`src/rtl/irq_grp_pkg.sv`:
```
package irq_grp_pkg;
  localparam int GRP_N   = 4;
  localparam int GRP_LB  = 0;
  localparam int GRP_LPC = 1;
  localparam int GRP_PCI = 2;
  localparam int GRP_NMI = 3;
  localparam int ADDR_W  = 5;
  localparam logic [ADDR_W-1:0] SUMMARY_ADDR = 5'h10;

  typedef enum logic [1:0] {
    FLD_MASK = 2'd0,
    FLD_TRIG = 2'd1,
    FLD_POL  = 2'd2,
    FLD_REQ  = 2'd3
  } fld_e;
endpackage

```
`src/rtl/irq_sync.sv`:
```
module irq_sync #(
  parameter int W = 64
) (
  input  logic         clk,
  input  logic         rst,
  input  logic [W-1:0] d_i,
  output logic [W-1:0] q_o
);
  logic [W-1:0] stage1_q, stage2_q;

  always_ff @(posedge clk) begin
    if (rst) begin
      stage1_q <= '0;
      stage2_q <= '0;
    end else begin
      stage1_q <= d_i;
      stage2_q <= stage1_q;
    end
  end

  assign q_o = stage2_q;
endmodule

```
`src/rtl/irq_group.sv`:
```
module irq_group #(
  parameter int W = 16
) (
  input  logic         clk,
  input  logic         rst,
  input  logic [W-1:0] src_i,
  input  logic         we_mask_i,
  input  logic         we_trig_i,
  input  logic         we_pol_i,
  input  logic         we_req_i,
  input  logic [W-1:0] wdata_i,
  output logic [W-1:0] mask_o,
  output logic [W-1:0] trig_o,
  output logic [W-1:0] pol_o,
  output logic [W-1:0] req_o,
  output logic         pend_o
);
  logic [W-1:0] mask_q, trig_q, pol_q, latch_q, act_d_q;
  logic [W-1:0] active, rise, keep, latch_n;

  // active level after the per-bit polarity choice
  assign active  = ~(src_i ^ pol_q);
  assign rise    = active & ~act_d_q & trig_q;
  assign keep    = we_req_i ? wdata_i : '1;
  assign latch_n = (latch_q & keep) | rise;

  always_ff @(posedge clk) begin
    if (rst) begin
      mask_q  <= '1;
      trig_q  <= '0;
      pol_q   <= '0;
      latch_q <= '0;
      act_d_q <= '0;
    end else begin
      if (we_mask_i) mask_q <= wdata_i;
      if (we_trig_i) trig_q <= wdata_i;
      if (we_pol_i)  pol_q  <= wdata_i;
      latch_q <= latch_n;
      act_d_q <= active;
    end
  end

  assign req_o  = (trig_q & latch_q) | (~trig_q & active);
  assign pend_o = |(req_o & ~mask_q);
  assign mask_o = mask_q;
  assign trig_o = trig_q;
  assign pol_o  = pol_q;

  // configuration comes out of reset fully masked and level-sensitive
  p_mask_reset_r1: assert property (@(posedge clk) disable iff (rst)
    $past(rst) |-> (mask_q == '1 && trig_q == '0 && pol_q == '0));

  // a latch only drops when software writes the request register
  p_latch_hold_r6: assert property (@(posedge clk) disable iff (rst)
    !$past(we_req_i) |-> ((latch_q & $past(latch_q)) == $past(latch_q)));

  // an edge is never lost, even against a coincident acknowledge
  p_edge_kept_r7: assert property (@(posedge clk) disable iff (rst)
    (|rise) |=> ((latch_q & $past(rise)) == $past(rise)));
endmodule

```
`src/rtl/irq_group_ctrl.sv`:
```
module irq_group_ctrl
  import irq_grp_pkg::*;
#(
  parameter int SRC_W = 16
) (
  input  logic              clk,
  input  logic              rst,
  input  logic              wr_en_i,
  input  logic              rd_en_i,
  input  logic [ADDR_W-1:0] addr_i,
  input  logic [SRC_W-1:0]  wdata_i,
  output logic [SRC_W-1:0]  rdata_o,
  output logic              rd_valid_o,
  input  logic [SRC_W-1:0]  src_lb_i,
  input  logic [SRC_W-1:0]  src_lpc_i,
  input  logic [SRC_W-1:0]  src_pci_i,
  input  logic [SRC_W-1:0]  src_nmi_i,
  output logic              irq_cpu_o,
  output logic              irq_nmi_o
);
  localparam int ALL_W = GRP_N * SRC_W;

  logic [GRP_N-1:0][SRC_W-1:0] raw, synced;
  logic [GRP_N-1:0][SRC_W-1:0] mask_all, trig_all, pol_all, req_all;
  logic [GRP_N-1:0]            pend;
  logic [ALL_W-1:0]            synced_flat;
  logic                        grp_sel;
  logic [1:0]                  grp_idx;
  fld_e                        fld;

  assign raw[GRP_LB]  = src_lb_i;
  assign raw[GRP_LPC] = src_lpc_i;
  assign raw[GRP_PCI] = src_pci_i;
  assign raw[GRP_NMI] = src_nmi_i;

  irq_sync #(.W(ALL_W)) u_sync (
    .clk (clk),
    .rst (rst),
    .d_i (raw),
    .q_o (synced_flat)
  );
  assign synced = synced_flat;

  assign grp_sel = !addr_i[4];
  assign grp_idx = addr_i[3:2];
  assign fld     = fld_e'(addr_i[1:0]);

  for (genvar g = 0; g < GRP_N; g++) begin : g_grp
    logic hit;
    assign hit = wr_en_i && grp_sel && (grp_idx == 2'(g));
    irq_group #(.W(SRC_W)) u_grp (
      .clk       (clk),
      .rst       (rst),
      .src_i     (synced[g]),
      .we_mask_i (hit && fld == FLD_MASK),
      .we_trig_i (hit && fld == FLD_TRIG),
      .we_pol_i  (hit && fld == FLD_POL),
      .we_req_i  (hit && fld == FLD_REQ),
      .wdata_i   (wdata_i),
      .mask_o    (mask_all[g]),
      .trig_o    (trig_all[g]),
      .pol_o     (pol_all[g]),
      .req_o     (req_all[g]),
      .pend_o    (pend[g])
    );
  end

  logic [SRC_W-1:0] rd_mux;
  always_comb begin
    rd_mux = '0;
    if (grp_sel) begin
      unique case (fld)
        FLD_MASK: rd_mux = mask_all[grp_idx];
        FLD_TRIG: rd_mux = trig_all[grp_idx];
        FLD_POL:  rd_mux = pol_all[grp_idx];
        FLD_REQ:  rd_mux = req_all[grp_idx];
        default:  rd_mux = '0;
      endcase
    end else if (addr_i == SUMMARY_ADDR) begin
      rd_mux = SRC_W'(pend);
    end
  end

  always_ff @(posedge clk) begin
    if (rst) begin
      rdata_o    <= '0;
      rd_valid_o <= 1'b0;
      irq_cpu_o  <= 1'b0;
      irq_nmi_o  <= 1'b0;
    end else begin
      rd_valid_o <= rd_en_i;
      if (rd_en_i) rdata_o <= rd_mux;
      irq_cpu_o  <= pend[GRP_LB] | pend[GRP_LPC] | pend[GRP_PCI];
      irq_nmi_o  <= pend[GRP_NMI];
    end
  end

  // read data valid one cycle after the strobe
  p_rd_latency_r2: assert property (@(posedge clk) disable iff (rst)
    rd_en_i |=> rd_valid_o);

  // a pending NMI group alone leaves the general line low
  p_cpu_no_nmi_r9: assert property (@(posedge clk) disable iff (rst)
    (pend == 4'b1000) |=> !irq_cpu_o);

  // the NMI line tracks only its own group
  p_nmi_only_r10: assert property (@(posedge clk) disable iff (rst)
    !pend[GRP_NMI] |=> !irq_nmi_o);

  // writing the summary address disturbs no configuration
  p_summary_ro_r11: assert property (@(posedge clk) disable iff (rst)
    (wr_en_i && addr_i == SUMMARY_ADDR) |=>
      ($stable(mask_all) && $stable(trig_all) && $stable(pol_all)));
endmodule

```
`config.mk`:
```
export PLATFORM = sky130hd
export DESIGN_NAME = irq_group_ctrl
export DESIGN_NICKNAME = d
export VERILOG_FILES = /design/src/rtl/irq_grp_pkg.sv /design/src/rtl/irq_sync.sv /design/src/rtl/irq_group.sv /design/src/rtl/irq_group_ctrl.sv
export SDC_FILE = /design/constraint.sdc
export NUM_CORES = 1
export LEC_CHECK = 0
export ABC_AREA = 1
export BUFFER_PORTS_ARGS = -buffer_cell sky130_fd_sc_hd__buf_2
export CORE_MARGIN = 2
export CORE_UTILIZATION = 39
export CTS_CLUSTER_DIAMETER = 40
export DETAILED_ROUTE_END_ITERATION = 10
export PLACE_DENSITY = 0.62
export SYNTH_ARGS = -nofsm -noshare
export SYNTH_HDL_FRONTEND = slang
export SYNTH_HIERARCHICAL = 1
export SYNTH_SLANG_ARGS = --single-unit
```
`constraint.sdc`:
```
create_clock -name clk -period 1.5 [get_ports clk]
set_input_delay 0 -clock clk [delete_from_list [all_inputs] [get_ports clk]]
set_output_delay 0 -clock clk [all_outputs]
set_load 0.02 [all_outputs]
```
== Yosys cells after proc, flatten, opt, wreduce, memory -nomap -nowiden ==
Index checks and enable logic that the tools add are counted.

* Register bits: 467
* Output and inout port bits: 19

* $lt $le $gt $ge: 1
* Equal/unequal tests: 7
* Mux-type cells: 15
* Bitwise gates (word level): 54
* Reduce and logical (&&, ||, !) cells: 28

{| class="wikitable"
|+ Operator list
! kind !! number
|-
| AND 16 bit || 24
|-
| inverter 16 bit || 16
|-
| 2-to-1 mux 16 bit || 9
|-
| binary-select mux 16 bit (select 2 bit) || 4
|-
| OR 16 bit || 8
|-
| case mux 16 bit (4 select lines) || 1
|-
| OR reduction 16 bit || 4
|-
| bitwise XOR 16 bit || 4
|-
| logical AND 1 bit || 21
|-
| == test 2 bit (second input constant) || 4
|-
| == test 5 bit (second input constant) || 1
|-
| == test 2 x 1 -> 1 bit (second input constant) || 2
|-
| zero test 2 bit || 2
|-
| 2-to-1 mux 4 bit || 1
|-
| < comparator 2 x 3 -> 1 bit (second input constant) || 1
|-
| OR 1 bit || 2
|-
| zero test 1 bit || 1
|}

== Logic depth before layout (Yosys ltp) ==
* Depth in word-level cells: 8
* Gate-level depth with buffers: 13
* Gate-level depth less buffers: 13

== By module ==
Netlist, hierarchy kept.

{| class="wikitable"
|+ Modules (own cells, without submodules)
! module !! instances !! cells each !! area each (sq um)
|-
| irq_group || 4 || 462 || 3364.5
|-
| irq_sync || 1 || 398 || 3677.3
|-
| irq_group_ctrl || 1 || 757 || 3339.5
|}

== Least setup slack after synthesis ==
No wires, ideal clock.

* Kind: in2reg
* Start point: in addr_i[2]
* End point: reg g_grp[3].u_grp.mask_q[10]
* Library setup time: 0.123 ns
* Arrival: 1.259 ns
* Required time: 1.377 ns
* Setup slack: 0.118 ns
* Cell stages on the path: 10
* Path buffers: 4
* Path through: buf_4 -> nand2_1 -> clkinv_1 -> buf_2 -> nand2_1 -> nor2_1 -> clkbuf_1 -> buf_2 -> a21oi_1 -> o21ai_0

* Word-level cells in the longest chain between the ends: 3

{| class="wikitable"
|+ Ends and longest elaborated chain
! element !! line !! text
|-
| from (decl) || irq_group_ctrl.sv:10 || <nowiki>input logic [ADDR_W-1:0] addr_i,</nowiki>
|-
| == test 2 bit || irq_group_ctrl.sv:50 || <nowiki>assign hit = wr_en_i && grp_sel && (grp_idx == 2'(g));</nowiki>
|-
| logical AND 1 bit || irq_group_ctrl.sv:50 ||
|-
| logical AND 1 bit || irq_group_ctrl.sv:55 || <nowiki>.we_mask_i (hit && fld == FLD_MASK),</nowiki>
|-
| to (signal assigned) || irq_group.sv:35 || <nowiki>if (we_mask_i) mask_q <= wdata_i;</nowiki>
|-
| to (decl) || irq_group.sv:18 || <nowiki>logic [W-1:0] mask_q, trig_q, pol_q, latch_q, act_d_q;</nowiki>
|}

No other way between the ends.
A chain may end at the register's enable or synchronous reset.

== Worst setup path after layout ==
* Start point: reg g_grp[1].u_grp.trig_q[9]
* End point: reg rdata_o[1]

* Word-level cells in the longest chain between the ends: 7

{| class="wikitable"
|+ Ends and longest elaborated chain
! element !! line !! text
|-
| from (decl) || irq_group.sv:18 ||
|-
| from (signal assigned) || irq_group.sv:36 || <nowiki>if (we_trig_i) trig_q <= wdata_i;</nowiki>
|-
| inverter 16 bit || irq_group.sv:43 || <nowiki>assign req_o = (trig_q & latch_q) | (~trig_q & active);</nowiki>
|-
| AND 16 bit || irq_group.sv:43 ||
|-
| OR 16 bit * || irq_group.sv:43 ||
|-
| AND 16 bit * || irq_group.sv:44 || <nowiki>assign pend_o = |(req_o & ~mask_q);</nowiki>
|-
| OR reduction 16 bit * || irq_group.sv:44 ||
|-
| via pend[1] || irq_group_ctrl.sv:25 || <nowiki>logic [GRP_N-1:0] pend;</nowiki>
|-
| 2-to-1 mux 4 bit * || irq_group_ctrl.sv:79 || <nowiki>end else if (addr_i == SUMMARY_ADDR) begin</nowiki>
|-
| 2-to-1 mux 16 bit * || irq_group_ctrl.sv:71 || <nowiki>if (grp_sel) begin</nowiki>
|-
| to (signal assigned) || irq_group_ctrl.sv:92 || <nowiki>if (rd_en_i) rdata_o <= rd_mux;</nowiki>
|-
| to (decl) || irq_group_ctrl.sv:12 || <nowiki>output logic [SRC_W-1:0] rdata_o,</nowiki>
|}

Mark *: on every way through the listed nets, which the timed path passes. The rest lies on a longest branch.

==> reports/results.ini <==
[placed_design]
post-dp-hpwl_mm = 49.3
post-place-ws_ps = -207
port_buffers = 107
post_dp_cell_area_um2 = 24400
gp_congestion = 0.947

[layout]
antenna_cells = 0
final_common_cell = nand2_1
final_area_um2 = 29400
drive_gt1_share_pct = 27.6
nets = 3681
area_delta_synth_final_pct = 43.6
layout_common_cells = nand2_1 (726), dfxtp_1 (363), buf_4 (357)

[logic_synthesis]
synth_largest_area_cell = dfxtp_1
yosysTopAreaCellShare_pct = 45.7
synth_area_um2 = 20500
synth_warnings = 6
mappedNetlistNets = 3092
synth.distinct_cells = 27
yosysSeqAreaShare_pct = 45.7
synth-seq-cells = 467
syn_avg_cell_area_um2 = 6.82
synth_cells = 3003
synth.area.top_cells = dfxtp_1 (46%), nand2_1 (15%), inv_1 (6.7%), a21oi_1 (6.4%), nor2_1 (5.8%)

[clock_network]
cts_tree = built
clk_pin_slew_worst_paths_ps = 60
cts_root_buffer = clkbuf_16
cts_max_level = 3
cts_made_buffers = 81
clkLatencyLatePin_ps = 640
clkSinkCount = 467
clockBufferDepth = 3

[drt]
ant_nets = 0
wirelength_mm = 71.0
viasPerCell = 4.83
wire_per_inst_um = 16.4
dr.pass1.iters = 6
drt-initial-drc-count = 1660
drc = 0
vias = 20900

[floorplanning]
num_io_pins = 108
die_width_um = 233
core_region_area_um2 = 51600
row_count = 83
die_area_um2 = 54300
start_util_pct = 39.7
die_h_um = 233

[grt]
grt_pass1_wl_mm = 108
antenna_found_initial = 2
grt_use_total_pct = 25.9
gr-total-overflow = 0
grt_pass1_vias = 19400
grt_max_degree = 61

[worst_hold_path]
hold_class = in -> reg
hp-start = addr_i[1]

[timing]
post-route-min-period_ps = 1610
drv_slew = 0
fin_skew_ps = 35.1
layout_setup_ws_ps = -114
worst_pin_slew_ps = 519
setup_viol = 13
finalCritPeriodShare_pct = 108
rsz0062_at_grt = true
tns_ps = -836
hold_viol = 0
relSlewSlack_pct = 65.3
clock.fmax_mhz = 620
hold_slack_ps = 109

[setup_path]
cpPeakStageDelay_ps = 330
r2r-start = g_grp[1].u_grp/trig_o[9]
path_cells = inv_2 -> or2_4 -> buf_4 -> nand3b_1 -> nand2_1 -> inv_2 -> nand2_1 -> nor2_1 -> nand2_2 -> nand2_1 -> nor2_1 -> a21oi_1 -> a21oi_1
crit_path_top_delay_cell = dfxtp_2
cp_data_arrival_time_ps = 2110
crit_start = g_grp[1].u_grp/trig_o[9]
crit_type = reg -> reg
crit_required_ps = 2000
end_kind = flop
crit_top_cell = nand2_1
cp_max_fo = 3
setup.worst_path.start_class = flop

[pwr]
p_leak_nw = 13.7
ir_drop_mv = 0.867
p_per_area_nw_per_um2 = 1190

[run_status]
violations = negative setup slack
status = finished, violations left

[run]
maxCapViolations = 0

==> flip-flops by register name, indices dropped and copies added (netlist names), 16 cells and up <==
name                 count
g_grp.u_grp/latch_q     64
u_sync/q_o              64
g_grp.u_grp/mask_o      64
u_sync/stage1_q         64
g_grp.u_grp/pol_o       64
rdata_o                 16
g_grp.u_grp/act_d_q     64
g_grp.u_grp/trig_o      64
==> logic make-up (layout without fill, tap and decap cells) <==
group	Yosys count	after routing	share of synthesized area (%)
flops	467	467	45.7
compound gates	563	563	13.8
simple gates	1428	1428	29.5
buf+inv	545	1199	11.0
==> power breakdown <==
group	internal [W]	switching, W
Sequential	0.0128	0.000190
Combinational	0.00121	0.00166
Clock	0.0120	0.00692
==> per-stage QoR <==
step | std cells | util, % | power (W)
finish | 4337 | 57.0 | 0.0349
global route | 4337 | 57.0 | 0.0359
CTS | 4321 | 55.9 | 0.0349
detailed placement | 4026 | 47.2 | 0.0156
global placement | 4026 | 47.2 | 0.0156
floorplan | 3003 | - | 0.0145
==> per-layer routing <==
layer | vias up | routed length (µm) | global-route usage [%]
li1 | 10600 | - | -
met1 | 9516 | 31600 | 35.2
met2 | 704 | 31700 | 41.2
met3 | 164 | 4840 | 3.88
met4 | 2 | 2860 | 10.7
met5 | - | 7 | 0
==> final cells by class <==
cell class	instances	area [µm²]
sequential	467	9480
clock inverter	49	603
clock buffer	99	2210
timing repair buffer	635	5300
fill	4842	22200
inverter	416	1560
tap	680	851
multi-input combinational	1991	9390
==> critical path, delay by kind of cell, from the launching register on <==
family	cells	cell delay, ps
simple gates	8	740
compound gates	2	170
buf+inv	3	250
flops	1	330
==> final timing paths <==
| check | slack (ps) | to | cells past startpoint |
|---|---|---|---|
| hold / removal | 110 | rdata_o[4] | 6 |
| setup reg to reg | -110 | rdata_o[1] | 13 |
| setup / recovery | -110 | rdata_o[1] | 13 |
| hold reg to reg | 380 | u_sync/q_o[43] | 2 |
==> cells in the mapped netlist (all sizes together) <==
master / number
nand3: 147
nand4: 1
dfxtp: 467
nand2: 797
nand3b: 32
nor2: 321
or2: 64
buf: 86
a22oi: 3
a21oi: 260
and2: 64
o21ai: 300
inv: 415
nor3: 2
clkbuf: 43
clkinv: 1
==> what timing repair did <==
action                                 CTS  global route
gates resized for setup                128           193
setup endpoints to repair               15            18
hold buffers                           133             0
buffers inserted                        17            16
pin swaps                               76           109
cloned                                   0             0
endpoints found under the hold margin  411             0
Note: power is estimated with default switching activity, not from simulation.
